## src/rtl/priv_sys_pkg.sv

```systemverilog
package priv_sys_pkg;

  localparam logic [31:0] WORD_TRAP_RET = 32'h0000_007F;
  localparam logic [31:0] WORD_PRINT    = 32'h0200_007D;
  localparam logic [31:0] WORD_READ     = 32'h0400_007D;
  localparam logic [31:0] WORD_SYS_TX   = 32'h0060_0073;
  localparam logic [31:0] WORD_SYS_RX   = 32'h0070_0073;

  localparam logic [6:0] OPC_SREG_MOVE = 7'b0101111;
  localparam logic [6:0] OPC_REG_JUMP  = 7'b1101111;
  localparam logic [6:0] F7_SREG_TO_REG = 7'b0000000;
  localparam logic [6:0] F7_REG_TO_SREG = 7'b0000001;

  localparam int RET_IDX = 0;
  localparam int IO_IDX  = 4;

  // Strobes from the decode/privilege control to the state datapath
  typedef struct packed {
    logic trapEnter;
    logic trapNextPc;
    logic trapRet;
    logic jumpReg;
    logic moveFrom;
    logic moveTo;
    logic ioSend;
    logic ioRecv;
    logic illegal;
  } ctrl_strb_t;

endpackage

```

## src/rtl/priv_sys_ctrl.sv

```systemverilog
module priv_sys_ctrl
  import priv_sys_pkg::*;
(
  input  logic        instValid,
  input  logic [31:0] instWord,
  input  logic        excReq,
  input  logic        privMode,
  output ctrl_strb_t  strb
);

  logic isTrapRet, isPrint, isRead, isSysTx, isSysRx;
  logic isPrivOp, isSysCall, isMove;

  always_comb begin
    isTrapRet = (instWord == WORD_TRAP_RET);
    isPrint   = (instWord == WORD_PRINT);
    isRead    = (instWord == WORD_READ);
    isSysTx   = (instWord == WORD_SYS_TX);
    isSysRx   = (instWord == WORD_SYS_RX);
    isPrivOp  = isTrapRet | isPrint | isRead;
    isSysCall = isSysTx | isSysRx;
    isMove    = (instWord[6:0] == OPC_SREG_MOVE);
  end

  always_comb begin
    strb = '0;
    if (excReq) begin
      // external exception wins; instruction is squashed
      strb.trapEnter = 1'b1;
    end else if (instValid) begin
      if (isPrivOp) begin
        if (privMode) begin
          strb.trapRet = isTrapRet;
          strb.ioSend  = isPrint;
          strb.ioRecv  = isRead;
        end else begin
          strb.illegal   = 1'b1;
          strb.trapEnter = 1'b1;
        end
      end else if (isSysCall) begin
        strb.trapEnter = 1'b1;
        if (!privMode) begin
          strb.trapNextPc = 1'b1;
          strb.ioSend     = isSysTx;
          strb.ioRecv     = isSysRx;
        end else begin
          strb.illegal = 1'b1;
        end
      end else if (isMove) begin
        strb.moveFrom = (instWord[31:25] == F7_SREG_TO_REG);
        strb.moveTo   = (instWord[31:25] == F7_REG_TO_SREG);
      end else if (instWord[6:0] == OPC_REG_JUMP) begin
        strb.jumpReg = 1'b1;
      end
    end
  end

endmodule

```

## src/rtl/priv_sys_dp.sv

```systemverilog
module priv_sys_dp
  import priv_sys_pkg::*;
#(
  parameter int          XLEN       = 32,
  parameter int          SREG_NUM   = 8,
  parameter logic [XLEN-1:0] HANDLER_PC = 'h200
) (
  input  logic            clk,
  input  logic            rst_n,
  input  ctrl_strb_t      strb,
  input  logic [4:0]      moveDst,
  input  logic [1:0]      moveSrc,
  input  logic [XLEN-1:0] instPc,
  input  logic [XLEN-1:0] regRdata,
  input  logic [XLEN-1:0] ioRxData,
  output logic            redirValid,
  output logic [XLEN-1:0] redirPc,
  output logic [XLEN-1:0] wbData,
  output logic [XLEN-1:0] ioSendData,
  output logic            privMode
);

  localparam int IDXW = $clog2(SREG_NUM);

  logic [XLEN-1:0] sreg  [SREG_NUM];
  logic [XLEN-1:0] wrVal [SREG_NUM];
  logic [SREG_NUM-1:0] wrEn;
  logic [XLEN-1:0] trapPc;
  logic pswQ;

  assign trapPc = instPc + (strb.trapNextPc ? XLEN'(4) : '0);

  // one write-port selector per special register
  for (genvar i = 0; i < SREG_NUM; i++) begin : g_wr
    logic hitTrap, hitRecv, hitMove;
    assign hitTrap  = (i == RET_IDX) && strb.trapEnter;
    assign hitRecv  = (i == IO_IDX) && strb.ioRecv;
    assign hitMove  = strb.moveTo && (moveDst == 5'(i));
    assign wrEn[i]  = hitTrap | hitRecv | hitMove;
    assign wrVal[i] = hitTrap ? trapPc : (hitRecv ? ioRxData : regRdata);
  end

  always_ff @(posedge clk or negedge rst_n) begin
    if (!rst_n) begin
      for (int i = 0; i < SREG_NUM; i++) sreg[i] <= '0;
    end else begin
      for (int i = 0; i < SREG_NUM; i++)
        if (wrEn[i]) sreg[i] <= wrVal[i];
    end
  end

  always_ff @(posedge clk or negedge rst_n) begin
    if (!rst_n)              pswQ <= 1'b1;
    else if (strb.trapEnter) pswQ <= 1'b1;
    else if (strb.trapRet)   pswQ <= 1'b0;
  end

  always_comb begin
    redirValid = strb.trapEnter | strb.trapRet | strb.jumpReg;
    if (strb.trapEnter)    redirPc = HANDLER_PC;
    else if (strb.trapRet) redirPc = sreg[RET_IDX];
    else                   redirPc = regRdata;
  end

  assign wbData     = sreg[IDXW'(moveSrc)];
  assign ioSendData = sreg[IO_IDX];
  assign privMode   = pswQ;

endmodule

```

## src/rtl/priv_sys_unit.sv

```systemverilog
module priv_sys_unit
  import priv_sys_pkg::*;
#(
  parameter int          XLEN       = 32,
  parameter int          SREG_NUM   = 8,
  parameter logic [XLEN-1:0] HANDLER_PC = 'h200
) (
  input  logic            clk,
  input  logic            rst_n,
  input  logic            instValid,
  input  logic [31:0]     instWord,
  input  logic [XLEN-1:0] instPc,
  input  logic [XLEN-1:0] regRdata,
  input  logic            excReq,
  input  logic [XLEN-1:0] ioRxData,
  output logic            redirValid,
  output logic [XLEN-1:0] redirPc,
  output logic            wbValid,
  output logic [4:0]      wbIdx,
  output logic [XLEN-1:0] wbData,
  output logic            ioSend,
  output logic            ioRecv,
  output logic [XLEN-1:0] ioSendData,
  output logic            illegalExc,
  output logic            privMode
);

  ctrl_strb_t strb;

  priv_sys_ctrl ctrl_i (
    .instValid (instValid),
    .instWord  (instWord),
    .excReq    (excReq),
    .privMode  (privMode),
    .strb      (strb)
  );

  priv_sys_dp #(
    .XLEN       (XLEN),
    .SREG_NUM   (SREG_NUM),
    .HANDLER_PC (HANDLER_PC)
  ) dp_i (
    .clk        (clk),
    .rst_n      (rst_n),
    .strb       (strb),
    .moveDst    (instWord[11:7]),
    .moveSrc    (instWord[21:20]),
    .instPc     (instPc),
    .regRdata   (regRdata),
    .ioRxData   (ioRxData),
    .redirValid (redirValid),
    .redirPc    (redirPc),
    .wbData     (wbData),
    .ioSendData (ioSendData),
    .privMode   (privMode)
  );

  assign wbValid    = strb.moveFrom;
  assign wbIdx      = instWord[11:7];
  assign ioSend     = strb.ioSend;
  assign ioRecv     = strb.ioRecv;
  assign illegalExc = strb.illegal;

endmodule

```

## config.mk

```make
export PLATFORM = sky130hd
export DESIGN_NAME = priv_sys_unit
export DESIGN_NICKNAME = d
export VERILOG_FILES = /design/src/rtl/priv_sys_pkg.sv /design/src/rtl/priv_sys_ctrl.sv /design/src/rtl/priv_sys_dp.sv /design/src/rtl/priv_sys_unit.sv
export SDC_FILE = /design/constraint.sdc
export NUM_CORES = 1
export LEC_CHECK = 0
export BUFFER_PORTS_ARGS = -buffer_cell sky130_fd_sc_hd__clkbuf_2
export CELL_PAD_IN_SITES_DETAIL_PLACEMENT = 1
export CELL_PAD_IN_SITES_GLOBAL_PLACEMENT = 1
export CORE_ASPECT_RATIO = 1.2
export CORE_MARGIN = 3
export CORE_UTILIZATION = 45
export CTS_CLUSTER_DIAMETER = 80
export DETAILED_ROUTE_END_ITERATION = 8
export PLACE_DENSITY = 0.95
export SYNTH_ARGS = -nofsm -noshare
export SYNTH_HDL_FRONTEND = slang
export SYNTH_SLANG_ARGS = --single-unit
export TNS_END_PERCENT = 50
```

## constraint.sdc

```tcl
create_clock -name clk -period 5.1 [get_ports clk]
set_input_delay 1.02 -clock clk [delete_from_list [all_inputs] [get_ports clk]]
set_output_delay 1.02 -clock clk [all_outputs]
set_load 0.02 [all_outputs]
```

==> reports/metrics.yaml <==
worst_setup_path:
  cpPeakStageDelay_ps: 650
  worst_setup_path_start_kind: "input port"
  critical_path_class: "in -> out"
  cp_slowest_cell: "o21ai_4"
  end_kind: "output pin"
  crit_fanout: 23
  arrival_ps: 3370
  crit_path_cell_trace: "clkbuf_2, nor4bb_1, and4_1, a21oi_1, o21ai_4, buf_4, a21oi_1, clkbuf_2"
  worstPathRequired_ps: 4080
final_layout:
  antenna_cells: 0
  final_cell_mix: "clkbuf_2 (237), dfrtp_1 (160), nand2_1 (85)"
  final_common_cell: "clkbuf_2"
  synthToLayoutAreaGrowth_pct: 19.3
  drive_above_1_share_pct: 37.6
  nNetsFinal: 1109
detailed_routing:
  first_iter_violations: 405
  ant_nets: 0
  wirelength_mm: 29.1
  avgViaCountPerCell: 5.91
  vias: 7358
  drt_first_pass_iters: 4
  wl_per_cell_microns: 23.4
  route.detailed.drc: 0
floorplan:
  die_area_sq_um: 21600
  fp.coreArea_sq_um: 19200
  ios: 239
  die_w_microns: 135
  initial_core_util_pct: 46.6
  die_h_microns: 161
  rows: 55
synth:
  synth_cell_type_count: 53
  synth_nets: 924
  seq_area_frac_synth_pct: 45.0
  synth_cells: 790
  netlist.top_cell.by_area: "dfrtp_1"
  synth-edff-count: 0
  synthFlopType: "dfrtp_1"
  async_reset_ff_share_pct: 100
  avgSynthCellArea_sq_um: 11.3
  ys_warn_count: 0
  synth-seq-cells: 161
  synth.area.top_cells: "dfrtp_1 (45%), mux4_2 (8.1%), mux2_1 (7.5%)"
  synth_top_cell_area_share_pct: 44.7
  syn_area_sq_um: 8950
timing:
  tightest_slew_ps: 893
  rsz0062_at_grt: "false"
  fin_crit_sh_pct: 86.2
  skew_ps: 9.13
  slew-limit-headroom_pct: 40.2
  whs_ps: 487
  drv_slew: 0
  finalHoldViolCount: 0
  period_needed_ps: 4390
  setup_ws_ps: 705
  setup_viol: 0
  timing.fmax_mhz: 228
  tns_ps: 0
min_path:
  worstHoldPathType: "reg -> reg"
clock_network:
  numCtsBuffers: 17
  cts_root_buf: "clkbuf_16"
  cts.sinks: 161
  clockBufferDepth: 2
  clk_latency_ps: 440
  cts_hold_buf: 0
  clk_pin_slew_ps: 60
  cts_tree: "yes"
  h-tree-depth: 4
  cts_setup_buffers: 0
  post_cts_resized: 0
placement:
  pre_cts_ws_ps: 708
  port_buffers: 238
  place.gp.congestion: 0.808
  dp_hpwl_mm: 20.5
power:
  irDropWorstVdd_v: 0.000250
  leakage_nw: 5.62
  p_per_area_nw_per_um2: 274
global_route:
  globalRouteOverflowTotal: 0
  antenna_found_initial: 0
  groute.usage.overall_pct: 27.2
  grt_pass1_vias: 8182
  grt_pass1_wl_mm: 45.8
  grt_max_degree: 85
run:
  maxCapViolCount: 0
run_status:
  outcome: "complete, no violations"
-- per-stage QoR --
step | power (mW) | cells | utilization (%) | instance area [sq um]
after detailed placement | 1.66 | 1212 | 52.6 | 10100
after global routing | 3.03 | 1244 | 55.6 | 10700
after floorplan | 1.49 | 790 | - | 8950
after global placement | 1.65 | 1212 | 52.6 | 10100
after CTS | 2.94 | 1244 | 55.6 | 10700
final | 2.93 | 1244 | 55.6 | 10700
-- metal layers --
metal	routed length, microns	vias up	track usage (%)
met4	1080	0	12.1
met5	0	-	0
li1	-	3228	-
met3	1610	73	4.82
met2	15200	268	47.9
met1	11200	3789	32.3
-- final timing paths --
path,start,endpoint,slack [ps],cells past startpoint
min in group asynchronous,rst_n,dp_i.ioSendData[12]$_DFFE_PN0P_,620,1
worst min-delay path,dp_i.sreg[164]$_DFFE_PN0P_,dp_i.sreg[164]$_DFFE_PN0P_,490,1
worst max-delay path,instWord[21],redirPc[1],710,8
worst max register to register,dp_i.privMode$_DFFE_PN1P_,dp_i.sreg[254]$_DFFE_PN0P_,2550,9
worst min register to register,dp_i.sreg[164]$_DFFE_PN0P_,dp_i.sreg[164]$_DFFE_PN0P_,490,1
max in group asynchronous,rst_n,dp_i.privMode$_DFFE_PN1P_,3390,2
-- logic make-up (layout without fill, tap and decap cells) --
kind of cell,count (synthesis),count (layout),synth area share [%]
adders and majority gates,2,2,0.279
DFF,161,161,45.0
muxes,168,168,24.6
buffers and inverters,96,294,6.23
xor gates and xnor gates,30,30,2.93
AOI/OAI and AO/OA,116,116,8.27
and+or+nand+nor,217,217,12.7
-- worst max-delay path: cells and delay by family --
family / cells / cell delay [ps]
AOI/OAI and AO/OA: 3 / 810
buffers and inverters: 3 / 840
and+or+nand+nor: 2 / 680
-- cells in the mapped netlist, types with 3 or more instances --
cell type	instances
nor4_1	4
nand4_1	14
mux2_2	36
and3_1	19
a221o_1	8
xnor2_1	12
nand3_1	17
buf_2	29
a32oi_1	18
clkbuf_1	18
nor4b_1	3
mux2i_1	40
mux4_2	32
o21ai_1	15
a21oi_1	64
and2_1	5
nand2_1	86
nor3_1	3
buf_4	41
xor2_1	18
nor2_1	42
inv_1	4
and4_1	6
dfrtp_1	160
mux2_1	60
-- sequential cells by signal, indices dropped and copies added, names as in the netlist --
signal / count
dp_i.ioSendData: 32
dp_i.sreg: 128
dp_i.privMode: 1
-- power breakdown --
part | switching, mW | internal [mW]
clock network | 0.590 | 0.694
logic | 0.198 | 0.121
registers | 0.0227 | 1.30
-- final cells by class --
cell class | instances | area (sq um)
inverters | 5 | 18.8
flip-flops and latches | 161 | 4030
repair buffers | 257 | 1340
clock buffers | 19 | 433
clock inverters | 13 | 149
fillers | 2128 | 8520
well taps | 256 | 320
multi-input cells | 533 | 4390
Note: power is estimated with default switching activity, not from simulation.
